`src/rtl/pwrsw_pkg.sv`:
```
package pwrsw_pkg;

   // Which count register a ramp direction uses
   typedef enum logic {
      SLOT_DOWN = 1'b0,
      SLOT_UP   = 1'b1
   } slot_e;

   // Domain status encoding
   typedef enum logic {
      DOM_ON  = 1'b0,
      DOM_OFF = 1'b1
   } dom_e;

   localparam int unsigned SLOT_STRIDE = 4;
   localparam int unsigned NUM_SLOTS   = 2;

   function automatic slot_e slot_for(input logic want_off);
      return want_off ? SLOT_DOWN : SLOT_UP;
   endfunction

endpackage

```
`src/rtl/pwrsw_cnt_regs.sv`:
```
module pwrsw_cnt_regs
   import pwrsw_pkg::*;
#(
   parameter int unsigned CNT_W     = 16,
   parameter int unsigned ADDR_W    = 8,
   parameter int unsigned BASE_ADDR = 'h48,
   parameter int unsigned RST_CNT   = 24
) (
   input  logic              clk,
   input  logic              rst_n,
   input  logic              wr_en,
   input  logic [ADDR_W-1:0] wr_addr,
   input  logic [CNT_W-1:0]  wr_data,
   output logic [CNT_W-1:0]  down_cnt,
   output logic [CNT_W-1:0]  up_cnt
);

   logic [CNT_W-1:0] slot_q [NUM_SLOTS];

   for (genvar i = 0; i < NUM_SLOTS; i++) begin : g_slot
      localparam logic [ADDR_W-1:0] SLOT_ADDR = ADDR_W'(BASE_ADDR + i * SLOT_STRIDE);
      always_ff @(posedge clk or negedge rst_n) begin
         if (!rst_n) begin
            slot_q[i] <= CNT_W'(RST_CNT);
         end else if (wr_en && (wr_addr == SLOT_ADDR)) begin
            slot_q[i] <= wr_data;
         end
      end
   end

   assign down_cnt = slot_q[SLOT_DOWN];
   assign up_cnt   = slot_q[SLOT_UP];

endmodule

```
`src/rtl/pwrsw_req_track.sv`:
```
module pwrsw_req_track
   import pwrsw_pkg::*;
#(
   parameter bit RST_OFF = 1'b1
) (
   input  logic clk,
   input  logic rst_n,
   input  logic ctrl_off,
   output logic load,
   output logic tgt_off
);

   logic tgt_q;

   // Any difference between the control and the last accepted target is a new request
   assign load    = (ctrl_off != tgt_q);
   assign tgt_off = tgt_q;

   always_ff @(posedge clk or negedge rst_n) begin
      if (!rst_n) begin
         tgt_q <= RST_OFF;
      end else begin
         tgt_q <= ctrl_off;
      end
   end

endmodule

```
`src/rtl/pwrsw_ramp_ctr.sv`:
```
module pwrsw_ramp_ctr #(
   parameter int unsigned CNT_W = 16
) (
   input  logic             clk,
   input  logic             rst_n,
   input  logic             load,
   input  logic [CNT_W-1:0] load_val,
   input  logic             tick,
   output logic             busy,
   output logic             done
);

   logic [CNT_W-1:0] cnt_q;
   logic             busy_q;
   logic             last_w;

   // Zero and one both finish on the first counted tick
   assign last_w = (cnt_q <= CNT_W'(1));
   assign done   = busy_q & tick & ~load & last_w;
   assign busy   = busy_q;

   always_ff @(posedge clk or negedge rst_n) begin
      if (!rst_n) begin
         cnt_q  <= '0;
         busy_q <= 1'b0;
      end else if (load) begin
         cnt_q  <= load_val;
         busy_q <= 1'b1;
      end else if (busy_q && tick) begin
         if (last_w) begin
            busy_q <= 1'b0;
         end else begin
            cnt_q <= cnt_q - CNT_W'(1);
         end
      end
   end

endmodule

```
`src/rtl/pwr_ramp_timer.sv`:
```
module pwr_ramp_timer
   import pwrsw_pkg::*;
#(
   parameter int unsigned CNT_W     = 16,
   parameter int unsigned ADDR_W    = 8,
   parameter int unsigned BASE_ADDR = 'h48,
   parameter int unsigned RST_CNT   = 24,
   parameter bit          RST_OFF   = 1'b1
) (
   input  logic              clk,
   input  logic              rst_n,
   input  logic              cfg_we,
   input  logic [ADDR_W-1:0] cfg_addr,
   input  logic [CNT_W-1:0]  cfg_wdata,
   input  logic              sw_off,
   input  logic              ref_tick,
   output logic              dom_off
);

   localparam longint unsigned ADDR_SPAN = longint'(1) << ADDR_W;
   localparam longint unsigned CNT_SPAN  = longint'(1) << CNT_W;

   if (CNT_W < 2) begin : g_bad_cnt_w
      $error("CNT_W must be at least 2");
   end
   if ((BASE_ADDR % SLOT_STRIDE) != 0) begin : g_bad_align
      $error("BASE_ADDR must be word aligned");
   end
   if ((longint'(BASE_ADDR) + SLOT_STRIDE) >= ADDR_SPAN) begin : g_bad_addr
      $error("BASE_ADDR + 4 must fit in ADDR_W bits");
   end
   if (longint'(RST_CNT) >= CNT_SPAN) begin : g_bad_rst
      $error("RST_CNT must fit in CNT_W bits");
   end

   logic [CNT_W-1:0] down_cnt_w;
   logic [CNT_W-1:0] up_cnt_w;
   logic [CNT_W-1:0] ld_val_w;
   logic             ld_w;
   logic             tgt_w;
   logic             busy_w;
   logic             done_w;
   logic             st_q;

   pwrsw_cnt_regs #(
      .CNT_W     (CNT_W),
      .ADDR_W    (ADDR_W),
      .BASE_ADDR (BASE_ADDR),
      .RST_CNT   (RST_CNT)
   ) u_regs (
      .clk      (clk),
      .rst_n    (rst_n),
      .wr_en    (cfg_we),
      .wr_addr  (cfg_addr),
      .wr_data  (cfg_wdata),
      .down_cnt (down_cnt_w),
      .up_cnt   (up_cnt_w)
   );

   pwrsw_req_track #(
      .RST_OFF (RST_OFF)
   ) u_req (
      .clk      (clk),
      .rst_n    (rst_n),
      .ctrl_off (sw_off),
      .load     (ld_w),
      .tgt_off  (tgt_w)
   );

   // Direction of the new request picks the register; the value is the one held before any same-cycle write
   assign ld_val_w = (slot_for(sw_off) == SLOT_DOWN) ? down_cnt_w : up_cnt_w;

   pwrsw_ramp_ctr #(
      .CNT_W (CNT_W)
   ) u_ctr (
      .clk      (clk),
      .rst_n    (rst_n),
      .load     (ld_w),
      .load_val (ld_val_w),
      .tick     (ref_tick),
      .busy     (busy_w),
      .done     (done_w)
   );

   always_ff @(posedge clk or negedge rst_n) begin
      if (!rst_n) begin
         st_q <= RST_OFF;
      end else if (done_w) begin
         st_q <= tgt_w;
      end
   end

   assign dom_off = st_q;

endmodule

```
`config.mk`:
```
export PLATFORM = sky130hd
export DESIGN_NAME = pwr_ramp_timer
export DESIGN_NICKNAME = d
export VERILOG_FILES = /design/src/rtl/pwrsw_pkg.sv /design/src/rtl/pwrsw_cnt_regs.sv /design/src/rtl/pwrsw_req_track.sv /design/src/rtl/pwrsw_ramp_ctr.sv /design/src/rtl/pwr_ramp_timer.sv
export SDC_FILE = /design/constraint.sdc
export NUM_CORES = 1
export LEC_CHECK = 0
export BUFFER_PORTS_ARGS = -buffer_cell sky130_fd_sc_hd__buf_2
export CAP_MARGIN = 20
export CORE_UTILIZATION = 25
export DETAILED_ROUTE_END_ITERATION = 16
export GPL_TIMING_DRIVEN = 0
export PLACE_DENSITY = 0.41
export SLEW_MARGIN = 20
export SYNTH_ARGS = -nofsm -noshare
export SYNTH_HDL_FRONTEND = slang
export SYNTH_SLANG_ARGS = --single-unit
export TNS_END_PERCENT = 5
```
`constraint.sdc`:
```
create_clock -name clk -period 2.2 [get_ports clk]
set_input_delay 0.55 -clock clk [delete_from_list [all_inputs] [get_ports clk]]
set_output_delay 0.55 -clock clk [all_outputs]
set_load 0.1 [all_outputs]
```
==> impl_metrics.env <==
export IMPL_final_seq_area_um2=1280
export IMPL_first_global_vias=2006
export IMPL_grt_max_degree=52
export IMPL_crit_required_ns=2.45
export IMPL_async_reset_ff_share_pct=100
export IMPL_drive_above_1_share_pct=34.9
export IMPL_grt_pass1_wl_um=10700
export IMPL_syn_area_per_cell_um2=11.2
export IMPL_final_cells=411
export IMPL_diodes=0
export IMPL_rows=37
export IMPL_synth_xor_area_share_pct=0.663
export IMPL_initial_core_util_pct=25.7
export IMPL_slew_viol_final=0
export IMPL_die_x_um=105
export IMPL_yosys_area_share_simple_pct=16.4
export IMPL_min_path_type="in2async"
export IMPL_reg2reg_depth=5
export IMPL_slew_headroom_pct=55.4
export IMPL_critPathKind="reg2reg"
export IMPL_grt_usage_pct=12.5
export IMPL_numPortBuffers=29
export IMPL_outcome="finished clean"
export IMPL_arrival_ns=2.37
export IMPL_fillers=1119
export IMPL_rsz0062_at_grt="yes"
export IMPL_synth_compound_area_share_pct=16.8
export IMPL_finish_utilization_pct=30.5
export IMPL_netlist_instances=236
export IMPL_cts_hold_buffers=0
export IMPL_cts_tree="done"
export IMPL_dp_hpwl_um=4640
export IMPL_synth_edf_count=0
export IMPL_multi_input_area_um2=1310
export IMPL_die_area_um2=11000
export IMPL_clockRootBuffer="clkbuf_8"
export IMPL_wire_per_inst_um=15.7
export IMPL_cts_buffers_inserted=5
export IMPL_io_pins=30
export IMPL_dr_first_iter_drc_count=132
export IMPL_critPathCaptureType="flip-flop"
export IMPL_path_clk_slew_ns=0.10
export IMPL_htreeDepth=2
export IMPL_timing_final_crit_share_pct=96.1
export IMPL_drc=0
export IMPL_synth_area_um2=2640
export IMPL_start_kind="flip-flop"
export IMPL_reg2reg_setup_slack_ns=0.09
export IMPL_synth_top_family_by_area="compound AO/OA/AOI/OAI gates"
export IMPL_cts_sink_count=51
export IMPL_synth_seq_cells=51
export IMPL_r2r_end="dom_off"
export IMPL_ys_types=56
export IMPL_pwr_density_cell_nw_per_um2=654
export IMPL_yosysSeqAreaShare_pct=48.6
export IMPL_routed_wirelength_um=6450
export IMPL_fin_crit_ns=2.11
export IMPL_skew_ns=0.0104
export IMPL_final_nets=305
export IMPL_worstMarginPinSlew_ns=0.669
export IMPL_clock_latency_ns=0.31
export IMPL_dieHeight_um=105
export IMPL_cap_violations=0
export IMPL_overflow=0
export IMPL_cts_path_max_buffers=2
export IMPL_r2r_start="u_ctr.cnt_q[2]"
export IMPL_gp_congestion=0.794
export IMPL_yosysWarnings=0
export IMPL_synth_main_ff_cell="dfrtp_1"
export IMPL_antenna_found_initial=0
export IMPL_vias_per_cell=4.95
export IMPL_hold_viol_final=0
export IMPL_area_growth_pct=18.6
export IMPL_post_place_cells=401
export IMPL_total_leakage_power_nw=1.32
export IMPL_syn_nets=267
export IMPL_setup_viol_count_final=0
export IMPL_crit_path_max_fanout=8
export IMPL_dr_pass1_iters=4
export IMPL_synthMuxAreaShare_pct=12.7
export IMPL_vdd_drop_max_mv=0.294
export IMPL_totalPowerFinal_w=0.00205
export IMPL_core_um2=10300
export IMPL_synthAdderAreaFrac_pct=0.947
export IMPL_fmax_ghz=0.473
export IMPL_via_count=2034
export IMPL_ant_nets=0
-- critical path, cell delays in order (launching register included) --
cell       delay [ns]
dfrtp_1          0.50
or4_4            0.61
nand4bb_4        0.29
or4_1            0.43
a21oi_1          0.16
nor2_1           0.06
-- registers in the layout, indices dropped and copies added, names as in the netlist --
signal and flops:
u_ctr.cnt_q 16, u_regs.down_cnt 16, u_regs.up_cnt 16, dom_off 1, u_ctr.busy 1, u_req.tgt_off 1
-- timing repair --
action                                  4_1_cts  5_1_grt
pin swaps                                     0        1
buffers inserted                              0        2
endpoints found under the setup margin       10       23
resized for setup                             3        8
-- area by class of cell --
| type | instances | area share [%] |
|---|---|---|
| multi-input cells | 166 | 41.7 |
| flip-flops and latches | 51 | 40.9 |
| repair buffers | 31 | 5.59 |
| well taps | 136 | 5.43 |
| plain buffers | 10 | 2.47 |
| clock buffers | 6 | 2.31 |
| inverters | 9 | 1.08 |
| clock inverters | 2 | 0.519 |
-- per-stage QoR --
| stage | hold slack [ns] | cell area, um^2 | worst slack (ns) | setup TNS, ns |
|---|---|---|---|---|
| floorplan | 0.254 | 2640 | -0.0134 | -0.130 |
| global placement | 0.484 | 2960 | -0.309 | -5.33 |
| detailed placement | 0.479 | 2960 | -0.320 | -5.75 |
| CTS | 0.291 | 3070 | -0.0327 | -0.0327 |
| global route | 0.312 | 3140 | -0.0408 | -0.0675 |
| finish | 0.260 | 3140 | 0.0850 | 0 |
-- cell usage after synthesis, drive strengths merged, types with 2 or more instances --
library cell	number	area (um^2)
o41ai	2	17.5
nand2	13	51.3
xnor2	2	17.5
dfrtp	45	1130
o21ai	13	65.1
nor2	9	36.3
dfstp	6	158
nand3	4	20.0
and2	4	25.0
a211oi	5	37.5
o2bb2ai	3	26.3
nor2b	5	31.3
o31a	2	17.5
nor3b	2	15.0
a22o	2	17.5
nand2b	2	12.5
a211o	2	17.5
a31oi	2	12.5
nor3	10	61.3
ha	2	25.0
buf	5	41.3
a21oi	14	73.8
o22a	2	17.5
clkbuf	5	28.8
nor4	4	46.3
o22ai	8	50.1
mux2	29	327
or4	6	55.1
or3	3	18.8
inv	9	33.8
-- cells by family after synthesis --
logic type / after synthesis
fa+ha+maj: 2
buf+inv: 19
compound gates: 65
flops: 51
simple gates: 67
xor+xnor: 2
mux: 30
-- per-layer routing --
| metal | track usage, % | share of wire (%) |
|---|---|---|
| met5 | 0 | 0 |
| met4 | 3.52 | 1.1 |
| met3 | 1.93 | 3.8 |
| met2 | 19.4 | 46 |
| met1 | 17.9 | 49 |
-- worst max-delay path by stage --
stage / from / endpoint / slack, ns / cells past startpoint
3_5_place_dp: cfg_addr[1] / u_regs.up_cnt[10] / -0.32 / 7
6_report: u_ctr.cnt_q[2] / dom_off / 0.09 / 5
2_1_floorplan: cfg_addr[1] / u_regs.down_cnt[10] / -0.01 / 6
5_1_grt: u_ctr.cnt_q[0] / u_ctr.cnt_q[15] / -0.04 / 8
3_3_place_gp: cfg_addr[1] / u_regs.up_cnt[10] / -0.31 / 7
4_1_cts: u_ctr.cnt_q[0] / u_ctr.cnt_q[15] / -0.03 / 7
-- where the power goes --
part           total (W)  internal [W]  switching (W)
registers        0.00111       0.00102      0.0000937
clock network   0.000570      0.000230       0.000340
logic           0.000370      0.000174       0.000196
-- placed cells by master, fill, tap and decap left out, types with 3 or more instances in the layout --
master and instances:
a211oi_1 5, a21oi_1 13, and2_1 4, buf_2 28
buf_4 4, buf_6 3, clkbuf_1 5, clkbuf_8 6
dfrtp_1 45, dfstp_2 6, inv_1 9, mux2_2 29
nand2_1 11, nand3_1 4, nor2_1 7, nor2b_1 5
nor3_1 9, o21ai_0 13, o22ai_1 8, o2bb2ai_1 3
or3_1 3
No activity file was read; power rests on OpenSTA's default activity.
